==> config.mk <==
export PLATFORM = sky130hd
export DESIGN_NAME = sync_timing_gen
export DESIGN_NICKNAME = d
export VERILOG_FILES = /design/src/rtl/sync_timing_gen.sv
export SDC_FILE = /design/constraint.sdc
export NUM_CORES = 1
export LEC_CHECK = 0
export BUFFER_PORTS_ARGS = -buffer_cell sky130_fd_sc_hd__buf_2
export CAP_MARGIN = 10
export CORE_ASPECT_RATIO = 0.75
export CORE_UTILIZATION = 60
export DETAILED_ROUTE_END_ITERATION = 10
export PLACE_DENSITY = 0.84
export SLEW_MARGIN = 15
export SYNTH_ARGS = -nofsm -noshare
export SYNTH_HDL_FRONTEND = slang
export SYNTH_SLANG_ARGS = --single-unit
==> constraint.sdc <==
create_clock -name clk -period 17.5 [get_ports clk]
set_input_delay 2.625 -clock clk [delete_from_list [all_inputs] [get_ports clk]]
set_output_delay 2.625 -clock clk [all_outputs]
set_load 0.005 [all_outputs]
==> src/rtl/sync_timing_gen.sv <==
module sync_timing_gen #(
  parameter int W    = 12,
  parameter int AW   = 5,
  parameter int NREG = 19
) (
  input  logic          clk,
  input  logic          rst_n,
  input  logic          wr_en,
  input  logic [AW-1:0] wr_addr,
  input  logic [W-1:0]  wr_data,
  output logic [3:0]    sync_pins
);

  logic [W-1:0] cfg [NREG];
  logic [W-1:0] hcnt, vcnt;

  always_ff @(posedge clk or negedge rst_n) begin
    if (!rst_n) begin
      for (int i = 0; i < NREG; i++) cfg[i] <= '0;
    end else if (wr_en && int'(wr_addr) < NREG) begin
      cfg[int'(wr_addr)] <= wr_data;
    end
  end

  function automatic logic in_win(input logic [W-1:0] c, input logic [W-1:0] lo, input logic [W-1:0] hi);
    return (c >= lo) && (c < hi);
  endfunction

  logic [W-1:0] ctl, h_tot, v_tot;
  assign ctl   = cfg[0];
  assign h_tot = cfg[4];
  assign v_tot = cfg[8];

  logic run, h_last, v_last;
  assign run    = ctl[10];
  assign h_last = hcnt >= h_tot - W'(1);
  assign v_last = vcnt >= v_tot - W'(1);

  always_ff @(posedge clk or negedge rst_n) begin
    if (!rst_n) begin
      hcnt <= '0;
      vcnt <= '0;
    end else if (run) begin
      if (h_last) begin
        hcnt <= '0;
        vcnt <= v_last ? '0 : vcnt + W'(1);
      end else begin
        hcnt <= hcnt + W'(1);
      end
    end
  end

  logic hblank, hsync, vblank, vsync, vint, hgate, vgate, cursor;
  assign hblank = hcnt < cfg[3];
  assign hsync  = in_win(hcnt, cfg[1], cfg[2]);
  assign vblank = vcnt < cfg[7];
  assign vsync  = in_win(vcnt, cfg[5], cfg[6]);
  assign vint   = in_win(vcnt, cfg[13], cfg[14]);
  assign hgate  = in_win(hcnt, cfg[15], cfg[16]);
  assign vgate  = in_win(vcnt, cfg[17], cfg[18]);
  assign cursor = hgate & vgate;

  logic         eq_zone, dbl, pulse;
  logic [W-1:0] pw, half;
  logic [W:0]   half_end;
  assign eq_zone  = !ctl[9] && in_win(vcnt, cfg[11], cfg[12]);
  assign dbl      = ctl[4:3] != 2'b11;
  assign pw       = vsync ? cfg[10] : cfg[9];
  assign half     = h_tot >> 1;
  assign half_end = {1'b0, half} + {1'b0, pw};
  assign pulse    = (hcnt < pw) || (dbl && hcnt >= half && {1'b0, hcnt} < half_end);

  logic cblank, csync;
  assign cblank = hblank | vblank;
  assign csync  = eq_zone ? pulse : (hsync ^ vsync);

  logic [3:0] raw;
  always_comb begin
    raw[0] = ctl[0] ? vblank : cblank;
    raw[1] = ctl[1] ? vsync  : csync;
    raw[2] = ctl[0] ? hblank : (ctl[2] ? cursor : hgate);
    raw[3] = ctl[1] ? hsync  : (ctl[2] ? vint   : vgate);
  end

  assign sync_pins = raw ^ ~ctl[8:5];


  halt_hold_chk: assert property (@(posedge clk) disable iff (!rst_n)
    !run |=> $stable(hcnt) && $stable(vcnt));


  pins_quiet_chk: assert property (@(posedge clk) disable iff (!rst_n)
    !run && !wr_en |=> $stable(sync_pins));


  hwrap_chk: assert property (@(posedge clk) disable iff (!rst_n)
    run && hcnt == h_tot - W'(1) |=> hcnt == '0);


  vstep_chk: assert property (@(posedge clk) disable iff (!rst_n)
    run && h_last && !v_last |=> vcnt == $past(vcnt) + W'(1));


  vwrap_chk: assert property (@(posedge clk) disable iff (!rst_n)
    run && hcnt == h_tot - W'(1) && vcnt == v_tot - W'(1) |=> vcnt == '0);

endmodule

==> results.tsv <==
stage	metric	value	unit
clock_tree	clock_latency	0.54	ns
global_routing	grt_max_degree	107	
synth	synthesis.nets	1815	
worst_setup_path	crit_type	reg2out	
power_and_ir_drop	cellPowerDensity	112	mW/mm²
worst_setup_path	arrival	6.28	ns
power_and_ir_drop	finalPower	1.90	mW
clock_tree	cts.sinks	251	
global_routing	track_usage	0.295	
hold_path	hold_class	reg2reg	
clock_tree	h-tree-depth	1	
floorplan	io_pins	24	
power_and_ir_drop	p_sw_frac	0.327	
run	drv_cap	0	
synth	ys_ff_latch	251	
synth	synth_top_family_by_area	adder cells	
finish	layout_commonest_cell	dfrtp_1	
route	drc	0	
power_and_ir_drop	intPower	1.28	mW
synth	synthCells	1562	
global_routing	grt_overflow	0	
timing	period_minus_slack	8.91	ns
worst_setup_path	worstSetupStartpoint	vcnt[1]	
timing	tightestPinTransition	1.02	ns
synth	synthXorXnorAreaFrac	0.0261	
route	dr.pass1.iters	5	
route	ant_nets	0	
floorplan	dieArea	0.0269	mm²
floorplan	rows	50	
clock_tree	cts_buffers	26	
synth	synth-simple-area-share	0.0953	
route	wire_per_inst	19.9	µm
timing	tns	0	ns
finish	antenna_cells	0	
synth	netlist_area	0.0158	mm²
outcome	outcome	complete, no violations	
finish	num-nets-final	1821	
clock_tree	cts_setup_buffers	0	
route	routed_via_density	5.97	
synth	synth_compound_area_frac	0.112	
worst_setup_path	worst_setup_path_start_kind	flop	
global_routing	grt_pass1_vias	11400	
synth	synth_cell_types	53	
finish	final_util	0.672	
route	wl	38300	µm
worst_setup_path	crit_fanout	14	
worst_setup_path	required	14.88	ns
power_and_ir_drop	power.leakage	8.56	nW
global_routing	antenna_found_initial	1	
placed_design	dpl-instance-area	0.0162	mm²
worst_setup_path	r2r_cells	12	
finish	final_cell_mix	dfrtp_1 (251), ha_1 (232), inv_1 (192)	
power_and_ir_drop	clkPwrFrac	0.294	
synth	synth_edf_count	0	
power_and_ir_drop	power_frac_seq	0.410	
worst_setup_path	r2r_slack	14.07	ns
clock_tree	cts_buffer_depth	3	
synth	ys_async_sr_fraction	1.00	
timing	setup_violations	0	
clock_tree	clk_pin_slew_worst_paths	0.06	ns
synth	yosysWarnings	0	
synth	synthAdderAreaFrac	0.185	
floorplan	die_w	189	µm
placed_design	globalplace.congestion	0.917	
power_and_ir_drop	irDropWorstVdd	96.5	µV
timing	finalClockSkew	0.00799	ns
timing	period_share	0.509	
placed_design	port_buffers	23	
timing	hold_viol_final	0	
power_and_ir_drop	switching_power	0.623	mW
synth	synth.avg_cell_area	10.1	µm²
finish	fin_area	0.0171	mm²
clock_tree	cts_resized	0	
finish	areaGrowthSynthToFinish	8.18	%
route	dr_total_vias	11500	
floorplan	core_area	0.0254	mm²
timing	max_freq	0.112	GHz
timing	hold_ws	0.497	ns
synth	synth_top_flop_cell	dfrtp_1	
clock_tree	cts_root_buf	clkbuf_16	
synth	synth_seq_area_share	0.398	
global_routing	grt_pass1_wl	61700	µm
worst_setup_path	cp-end-kind	output pin	
synth	synthMuxAreaShare	0.125	
clock_tree	cts_tree	yes	
route	drt_iter0_drc	1115	
worst_setup_path	r2r_start	h_tot[5]	
placed_design	hpwlAfterDp	27100	µm
timing	slew_headroom	0.317	
timing	maxSlewViolCount	0	
floorplan	die_height	142	µm
timing	rsz0062_at_grt	no	
worst_setup_path	reg2reg_to	vcnt[6]	
floorplan	initial_core_util	0.621	
power_and_ir_drop	combinationalPowerShare	0.296	
finish	drive_gt1_frac	0.159	
worst_setup_path	endpoint	sync_pins[1]	
clock_tree	cts_hold_buffers	0	
-- per-stage QoR --
| step | setup WS (ns) | std cells |
|---|---|---|
| 4_1_cts | 8.65 | 1922 |
| 2_1_floorplan | 10.05 | 1562 |
| 3_3_place_gp | 9.37 | 1878 |
| 5_1_grt | 8.11 | 1922 |
| 6_report | 8.59 | 1922 |
| 3_5_place_dp | 9.23 | 1878 |
-- power groups by stage --
stage	Combinational [mW]	Clock, mW	Sequential (mW)
finish	0.564	0.560	0.781
global route	0.641	0.590	0.793
CTS	0.563	0.566	0.778
detailed placement	0.556	0	0.788
global placement	0.519	0	0.780
floorplan	0.416	0	0.755
-- synthesized netlist by cell type, drive strengths merged (4+ instances only) --
cell type  count  area, µm²
clkbuf        40        150
mux2         172       1940
nand4         15       93.8
a21oi         59        295
nor4          10       77.6
and2           5       31.3
nand3         23        115
nor2b         15       93.8
o211ai         8       60.1
a2111oi        8       76.3
dfrtp        251       6280
xnor2         28        245
o31ai          5       37.5
buf           13       48.8
nand2        128        480
o21a          15        113
nor3          21        105
nor2          61        229
o21ai        127        636
nand2b        22        138
ha           232       2900
a211o          5       43.8
a21boi         4       30.0
a211oi         7       52.6
a31oi          6       37.5
and3           6       37.5
xor2          19        166
a21o          26        195
inv          192        721
-- critical path, cell delays in order (launching register included) --
cell,delay (ns)
dfrtp_1,0.68
ha_1,0.34
o21ai_0,0.19
o21bai_1,0.11
a21oi_1,0.17
nor3_1,0.10
nor4_4,0.88
mux2_2,0.44
ha_1,0.28
a21o_1,0.18
a21oi_1,0.25
nor2b_1,0.09
o21a_1,0.18
nor3_1,0.21
o31ai_1,0.14
nor4_1,0.17
nor3_1,0.10
xor2_1,0.15
ha_1,0.31
a21oi_1,0.14
o211ai_1,0.11
a41oi_2,0.26
xnor2_1,0.13
buf_2,0.13
-- state kept, by name (all words and copies together) (netlist names) --
name and flops:
vcnt 12, v_tot 12, hcnt 12, cfg 192, h_tot 12, ctl 11
-- layer usage --
metal,wire length [µm],up-vias,track usage
met2,16900,356,0.463
li1,-,5433,-
met5,0,-,0
met4,1220,0,0.101
met3,2500,77,0.0372
met1,17600,5606,0.423
-- how the worst min path moves through the flow --
stage | cells past startpoint | startpoint | slack (ns) | to
finish | 1 | cfg[101] | 0.50 | cfg[101]
global placement | 1 | cfg[104] | 0.48 | cfg[104]
detailed placement | 1 | cfg[97] | 0.49 | cfg[97]
CTS | 1 | cfg[101] | 0.50 | cfg[101]
floorplan | 1 | cfg[144] | 0.47 | cfg[144]
global route | 1 | cfg[167] | 0.51 | cfg[167]
-- cells by family after synthesis --
family                   after synthesis
AO/OA/AOI/OAI                        292
buffers and inverters                245
multiplexers                         175
adder cells (fa/ha/maj)              233
AND/OR/NAND/NOR                      319
flip-flops                           251
XOR/XNOR                              47
-- area by class of cell --
cell class / instances / area, µm²
Clock buffer: 38 / 797
Clock inverter: 6 / 68.8
Fill cell: 1962 / 8340
Inverter: 192 / 721
Multi-Input combinational cell: 1066 / 8590
Sequential cell: 251 / 6280
Tap cell: 338 / 423
Timing Repair Buffer: 31 / 185
Note: power is estimated with default switching activity, not from simulation.
